===== src/rtl/csr_dec_pkg.sv =====
package csr_dec_pkg;

  // Width of an index able to name n items, never below one bit.
  function automatic int unsigned idx_width(int unsigned n);
    return (n > 1) ? $clog2(n) : 1;
  endfunction

  // Round v upwards to a multiple of 2^sh.
  function automatic longint unsigned round_up_pow2(longint unsigned v, int unsigned sh);
    longint unsigned step;
    step = 64'd1 << sh;
    return (v + step - 64'd1) & ~(step - 64'd1);
  endfunction

endpackage


===== src/rtl/csr_dec_window_map.sv =====
module csr_dec_window_map
  import csr_dec_pkg::*;
#(
  parameter int unsigned UP_AW                 = 16,
  parameter int unsigned NUM_SUBS              = 4,
  parameter int unsigned SUB_AW    [NUM_SUBS]  = '{10, 10, 10, 8},
  parameter int unsigned SUB_ALIGN [NUM_SUBS]  = '{0, 0, 12, 0},
  parameter int unsigned IDX_W                 = idx_width(NUM_SUBS)
) (
  input  logic [UP_AW-1:0]    up_addr,
  output logic [NUM_SUBS-1:0] hit,
  output logic                any_hit,
  output logic [IDX_W-1:0]    hit_idx
);

  localparam longint unsigned SPACE = 64'd1 << UP_AW;

  // Base of window k under sequential, size- and alignment-rounded placement.
  function automatic longint unsigned win_base(int unsigned k);
    longint unsigned cur;
    longint unsigned res;
    int unsigned     sh;
    cur = 0;
    res = 0;
    for (int unsigned j = 0; j < NUM_SUBS; j++) begin
      sh  = (SUB_AW[j] > SUB_ALIGN[j]) ? SUB_AW[j] : SUB_ALIGN[j];
      cur = round_up_pow2(cur, sh);
      if (j == k) res = cur;
      cur = cur + (64'd1 << SUB_AW[j]);
    end
    return res;
  endfunction

  for (genvar i = 0; i < NUM_SUBS; i++) begin : g_win
    localparam int unsigned     AWI    = SUB_AW[i];
    localparam longint unsigned BASE_L = win_base(i);
    localparam logic [63:0]     BASE_V = BASE_L;

    if (AWI < 1 || AWI >= UP_AW) begin : g_bad_width
      $error("window %0d address width %0d out of range", i, AWI);
    end
    if (BASE_L + (64'd1 << AWI) > SPACE) begin : g_bad_fit
      $error("window %0d does not fit the upstream address space", i);
    end

    assign hit[i] = (up_addr[UP_AW-1:AWI] == BASE_V[UP_AW-1:AWI]);
  end

  always_comb begin
    hit_idx = '0;
    for (int unsigned i = 0; i < NUM_SUBS; i++) begin
      if (hit[i]) hit_idx = hit_idx | IDX_W'(i);
    end
  end

  assign any_hit = |hit;

endmodule


===== src/rtl/csr_dec_route.sv =====
module csr_dec_route #(
  parameter int unsigned NUM_SUBS             = 4,
  parameter int unsigned DW                   = 8,
  parameter int unsigned SLOT_AW              = 10,
  parameter int unsigned SUB_AW  [NUM_SUBS]   = '{10, 10, 10, 8}
) (
  input  logic [SLOT_AW-1:0]          up_addr_lo,
  input  logic                        up_rd_stb,
  input  logic                        up_wr_stb,
  input  logic [DW-1:0]               up_wr_data,
  input  logic [NUM_SUBS-1:0]         hit,
  output logic [NUM_SUBS*SLOT_AW-1:0] dn_addr,
  output logic [NUM_SUBS-1:0]         dn_rd_stb,
  output logic [NUM_SUBS-1:0]         dn_wr_stb,
  output logic [NUM_SUBS*DW-1:0]      dn_wr_data
);

  for (genvar i = 0; i < NUM_SUBS; i++) begin : g_slot
    localparam int unsigned AWI = SUB_AW[i];

    if (AWI > SLOT_AW) begin : g_bad_slot
      $error("window %0d address width exceeds slot width", i);
    end

    if (AWI == SLOT_AW) begin : g_full
      assign dn_addr[i*SLOT_AW +: SLOT_AW] = up_addr_lo;
    end else begin : g_part
      assign dn_addr[i*SLOT_AW +: SLOT_AW] = {{(SLOT_AW-AWI){1'b0}}, up_addr_lo[AWI-1:0]};
    end

    assign dn_rd_stb[i]             = up_rd_stb & hit[i];
    assign dn_wr_stb[i]             = up_wr_stb & hit[i];
    assign dn_wr_data[i*DW +: DW]   = up_wr_data;
  end

endmodule


===== src/rtl/csr_dec_rd_return.sv =====
module csr_dec_rd_return #(
  parameter int unsigned NUM_SUBS = 4,
  parameter int unsigned DW       = 8,
  parameter int unsigned IDX_W    = 2
) (
  input  logic                   clk,
  input  logic                   rst_n,
  input  logic                   up_rd_stb,
  input  logic                   any_hit,
  input  logic [IDX_W-1:0]       hit_idx,
  input  logic [NUM_SUBS*DW-1:0] dn_rd_data,
  output logic [DW-1:0]          up_rd_data
);

  logic             rd_vld_q, rd_vld_d;
  logic [IDX_W-1:0] rd_idx_q, rd_idx_d;
  logic             rd_idx_en;

  always_comb begin
    rd_idx_en = up_rd_stb & any_hit;
    rd_vld_d  = rd_idx_en;
    rd_idx_d  = rd_idx_q;
    if (rd_idx_en) rd_idx_d = hit_idx;
  end

  always_ff @(posedge clk or negedge rst_n) begin
    if (!rst_n) begin
      rd_vld_q <= 1'b0;
      rd_idx_q <= '0;
    end else begin
      rd_vld_q <= rd_vld_d;
      rd_idx_q <= rd_idx_d;
    end
  end

  always_comb begin
    up_rd_data = '0;
    for (int unsigned i = 0; i < NUM_SUBS; i++) begin
      if (rd_vld_q && (rd_idx_q == IDX_W'(i))) up_rd_data = dn_rd_data[i*DW +: DW];
    end
  end

endmodule


===== src/rtl/csr_window_decoder.sv =====
module csr_window_decoder
  import csr_dec_pkg::*;
#(
  parameter int unsigned UP_AW                 = 16,
  parameter int unsigned DW                    = 8,
  parameter int unsigned NUM_SUBS              = 4,
  parameter int unsigned SLOT_AW               = 10,
  parameter int unsigned SUB_AW    [NUM_SUBS]  = '{10, 10, 10, 8},
  parameter int unsigned SUB_ALIGN [NUM_SUBS]  = '{0, 0, 12, 0}
) (
  input  logic                        clk,
  input  logic                        rst_n,
  input  logic [UP_AW-1:0]            up_addr,
  input  logic                        up_rd_stb,
  input  logic                        up_wr_stb,
  input  logic [DW-1:0]               up_wr_data,
  output logic [DW-1:0]               up_rd_data,
  output logic [NUM_SUBS*SLOT_AW-1:0] dn_addr,
  output logic [NUM_SUBS-1:0]         dn_rd_stb,
  output logic [NUM_SUBS-1:0]         dn_wr_stb,
  output logic [NUM_SUBS*DW-1:0]      dn_wr_data,
  input  logic [NUM_SUBS*DW-1:0]      dn_rd_data
);

  localparam int unsigned IDX_W = idx_width(NUM_SUBS);

  logic [NUM_SUBS-1:0] hit;
  logic                any_hit;
  logic [IDX_W-1:0]    hit_idx;

  csr_dec_window_map #(
    .UP_AW     (UP_AW),
    .NUM_SUBS  (NUM_SUBS),
    .SUB_AW    (SUB_AW),
    .SUB_ALIGN (SUB_ALIGN),
    .IDX_W     (IDX_W)
  ) i_map (
    .up_addr (up_addr),
    .hit     (hit),
    .any_hit (any_hit),
    .hit_idx (hit_idx)
  );

  csr_dec_route #(
    .NUM_SUBS (NUM_SUBS),
    .DW       (DW),
    .SLOT_AW  (SLOT_AW),
    .SUB_AW   (SUB_AW)
  ) i_route (
    .up_addr_lo (up_addr[SLOT_AW-1:0]),
    .up_rd_stb  (up_rd_stb),
    .up_wr_stb  (up_wr_stb),
    .up_wr_data (up_wr_data),
    .hit        (hit),
    .dn_addr    (dn_addr),
    .dn_rd_stb  (dn_rd_stb),
    .dn_wr_stb  (dn_wr_stb),
    .dn_wr_data (dn_wr_data)
  );

  csr_dec_rd_return #(
    .NUM_SUBS (NUM_SUBS),
    .DW       (DW),
    .IDX_W    (IDX_W)
  ) i_ret (
    .clk        (clk),
    .rst_n      (rst_n),
    .up_rd_stb  (up_rd_stb),
    .any_hit    (any_hit),
    .hit_idx    (hit_idx),
    .dn_rd_data (dn_rd_data),
    .up_rd_data (up_rd_data)
  );

endmodule


===== config.mk =====
export PLATFORM = sky130hd
export DESIGN_NAME = csr_window_decoder
export DESIGN_NICKNAME = d
export VERILOG_FILES = /design/src/rtl/csr_dec_pkg.sv /design/src/rtl/csr_dec_window_map.sv /design/src/rtl/csr_dec_route.sv /design/src/rtl/csr_dec_rd_return.sv /design/src/rtl/csr_window_decoder.sv
export SDC_FILE = /design/constraint.sdc
export NUM_CORES = 1
export LEC_CHECK = 0
export ABC_AREA = 1
export BUFFER_PORTS_ARGS = -buffer_cell sky130_fd_sc_hd__clkbuf_2
export CELL_PAD_IN_SITES_DETAIL_PLACEMENT = 2
export CELL_PAD_IN_SITES_GLOBAL_PLACEMENT = 2
export CORE_ASPECT_RATIO = 1.2
export CORE_MARGIN = 2
export CORE_UTILIZATION = 12
export CTS_BUF_LIST = sky130_fd_sc_hd__clkbuf_4
export CTS_CLUSTER_DIAMETER = 80
export CTS_CLUSTER_SIZE = 24
export DETAILED_ROUTE_END_ITERATION = 10
export PLACE_DENSITY = 0.87
export SYNTH_ARGS = -nofsm -noshare
export SYNTH_HDL_FRONTEND = slang
export SYNTH_SLANG_ARGS = --single-unit

===== constraint.sdc =====
create_clock -name clk -period 1.2 [get_ports clk]
set_input_delay 0.12 -clock clk [delete_from_list [all_inputs] [get_ports clk]]
set_output_delay 0.12 -clock clk [all_outputs]
set_load 0.01 [all_outputs]

==> results by group <==
Finish
  – Fin area: 1104 um^2
  – Antenna cells: 0
  – Core Util, Final: around 13%
  – FILL cells: 1052
  – Area growth from synthesis to layout: 7.956%
  – Nets@finish: between 200 and 250
  – Share of cells above drive strength 1: between 50% and 60%

Floorplanning
  – Die W: 88.26 um
  – Row cnt: 36
  – Core ar.: 8198 um^2
  – Die area: 9276 um^2
  – Starting density of the core: 12.47%
  – Die span in y: about 110 um
  – I/O pin count: 148

Routing
  – Via-to-Cell Ratio: 3.283
  – WL/cell: about 10 um
  – DR iter-0 viols: 7
  – DRC errors left: 0
  – Final WL: 2960 um
  – TritonRoute pass-1 iters: 2
  – Post-DRT Antenna Nets: 0
  – Vias: ~950

Global route
  – GRT overflow: 0
  – Initial antenna violation count: 0
  – Total GRT Usage: 6.235%
  – First-pass GRT wire length: around 4600 um
  – Number of global-route vias before repair: about 1100
  – Pin count of the biggest net entering global routing: 9

Flow run
  – Max-Cap Viols: 0

STA
  – Fmax: 0.6640 GHz
  – Final setup viols: 8
  – Worst Skew: 0 ps
  – Final worst setup slack: -306.1 ps
  – Hold slack: 182.7 ps
  – Tmin final: 1506 ps
  – Final worst-path cycle share: 125.5%
  – RSZ-0062 raised after global routing: yes
  – Final hold vios: 0
  – Pins Over Slew Limit: 0

Placement
  – DP Wirelength: 2660 um
  – Placer Congestion: 0.6421
  – Placed inst area: 998.5 um^2
  – Port bufs: 65

Logic synthesis
  – Synth area leader: buf_4
  – Share of the synthesized area in the top cell type: 52.88%
  – Syn Inst Count: 169
  – Syn Area/Cell: 6.049 um^2
  – Netlist Area Pre-Place: 1022 um^2
  – Synth area leaders: buf_4 53%, nand2_1 17%, dfrtp_1 7.3%, inv_1 5.5%, nand4_1 4.9%
  – Register bit total from synthesis: 3
  – Synth warn: 0
  – Sequential element share of the synthesized area: 7.344%
  – Yosys cell types: 15

Power and ir drop
  – Peak VDD IR: 0.1494 mV
  – Power density cells: 513.1 nW/um^2
  – Leakage: 0.6176 nW

CTS
  – Clock root cell: clkbuf_4
  – Num CTS Buffers: 3
  – Clock slew at reported path FFs: around 40 ps
  – Clk sinks: 3
  – H-tree levels: 1
  – Worst skew pair latency: 230 ps
  – Bufs on Longest Clock Path: 2
  – CTS tree: done

Critical path
  – Largest fanout on the critical path: 7
  – Critical path class: reg2out
  – Critical path required time: 1080 ps
  – CP startpoint kind: flip-flop
  – Worst Path Arrival: 1390 ps
  – CP endpoint kind: output pin

Status
  – Outcome: finished, violations left
  – Failing checks: negative setup slack

Worst hold path
  – HP Class: in2reg
cell usage in the layout, fill, tap and decap left out, types with 2 or more instances in the layout:
cell type   n
nand3_1     5
nand2_2     6
clkbuf_4    4
buf_2       8
buf_4       4
inv_1      14
conb_1      2
nand4_1     8
clkbuf_2   57
nor2_1     12
dfrtp_1     2
nand2_1    38
nor3_4      2
buf_6       4
inv_2       2
metal layers:
layer | up-vias | global-route usage (%) | wire length (um)
li1 | 455 | - | -
met4 | 0 | 2.706 | 54
met1 | 422 | 5.899 | 1020
met3 | 6 | 1.896 | 343
met5 | - | 0 | 0
met2 | 69 | 11.87 | 1542
state kept, by name (all words and copies together) (netlist names):
name	cells
i_ret.rd_idx_q	2
i_ret.rd_vld_q	1
per-stage QoR:
step | total power [mW] | setup TNS, ps | cells | setup slack (ps)
floorplan | 0.4429 | 0 | 170 | 74.46
global placement | 0.3086 | -528.3 | 283 | -79.94
detailed placement | 0.3233 | -817.9 | 283 | -122.0
CTS | 0.5598 | -2506 | 289 | -332.5
global route | 0.6165 | -2889 | 290 | -372.8
finish | 0.5662 | -2315 | 290 | -306.1
critical path, cell delays in order (launching register included):
cell and delay, ps:
dfrtp_2 470, nor3_4 260, buf_6 170, nand2_2 50, nand4_1 80, buf_2 130
cell usage after synthesis:
library cell	count
buf_4	72
nand2_1	45
inv_1	15
nor2_1	12
nand4_1	8
nand3_1	5
dfrtp_1	3
nor2_2	2
a21oi_1	1
conb_1	1
inv_2	1
nor3_1	1
nor3_2	1
nor3_4	1
o21ai_0	1
final timing paths:
path	endpoint	startpoint	slack (ps)	cells after the start
min in group asynchronous	i_ret.rd_idx_q[1]$_DFFE_PN0P_	rst_n	240	2
hold / removal	i_ret.rd_vld_q$_DFF_PN0_	up_rd_stb	180	3
setup / recovery	up_rd_data[6]	i_ret.rd_idx_q[0]$_DFFE_PN0P_	-310	5
max in group asynchronous	i_ret.rd_idx_q[0]$_DFFE_PN0P_	rst_n	830	2
setup reg to reg	i_ret.rd_idx_q[1]$_DFFE_PN0P_	i_ret.rd_idx_q[1]$_DFFE_PN0P_	410	3
hold reg to reg	i_ret.rd_idx_q[0]$_DFFE_PN0P_	i_ret.rd_idx_q[0]$_DFFE_PN0P_	620	2
area by class of cell:
class                           instances  area [um^2]  share of cell area, %
Sequential cell                         3        76.32                  6.916
Inverter                               16        60.06                  5.442
Timing Repair Buffer                   74        410.4                  37.19
Clock buffer                            4        30.03                  2.721
Multi-Input combinational cell         79        384.1                  34.81
Tap cell                              114        142.6                  12.93
what timing repair did:
action	CTS	global route
hold buffers	1	0
resized for setup	11	13
buffers inserted	1	1
pin swaps	4	3
endpoints found under the hold margin	3	0
endpoints found under the setup margin	8	8
power by group:
part,leakage (nW),switching (mW),internal [mW]
Combinational,0.561,0.112,0.108
Clock,0.0184,0.0511,0.147
Sequential,0.0385,0.0302,0.118
logic make-up after synthesis:
kind of cell           count (synthesis)  share of synthesized area (%)
AND/OR/NAND/NOR                       75                          32.56
flip-flops                             3                          7.344
AO/OA/AOI/OAI                          2                         0.9783
buffers and inverters                 88                          58.75
other                                  1                         0.3668
(Power assumes the default switching activity.)
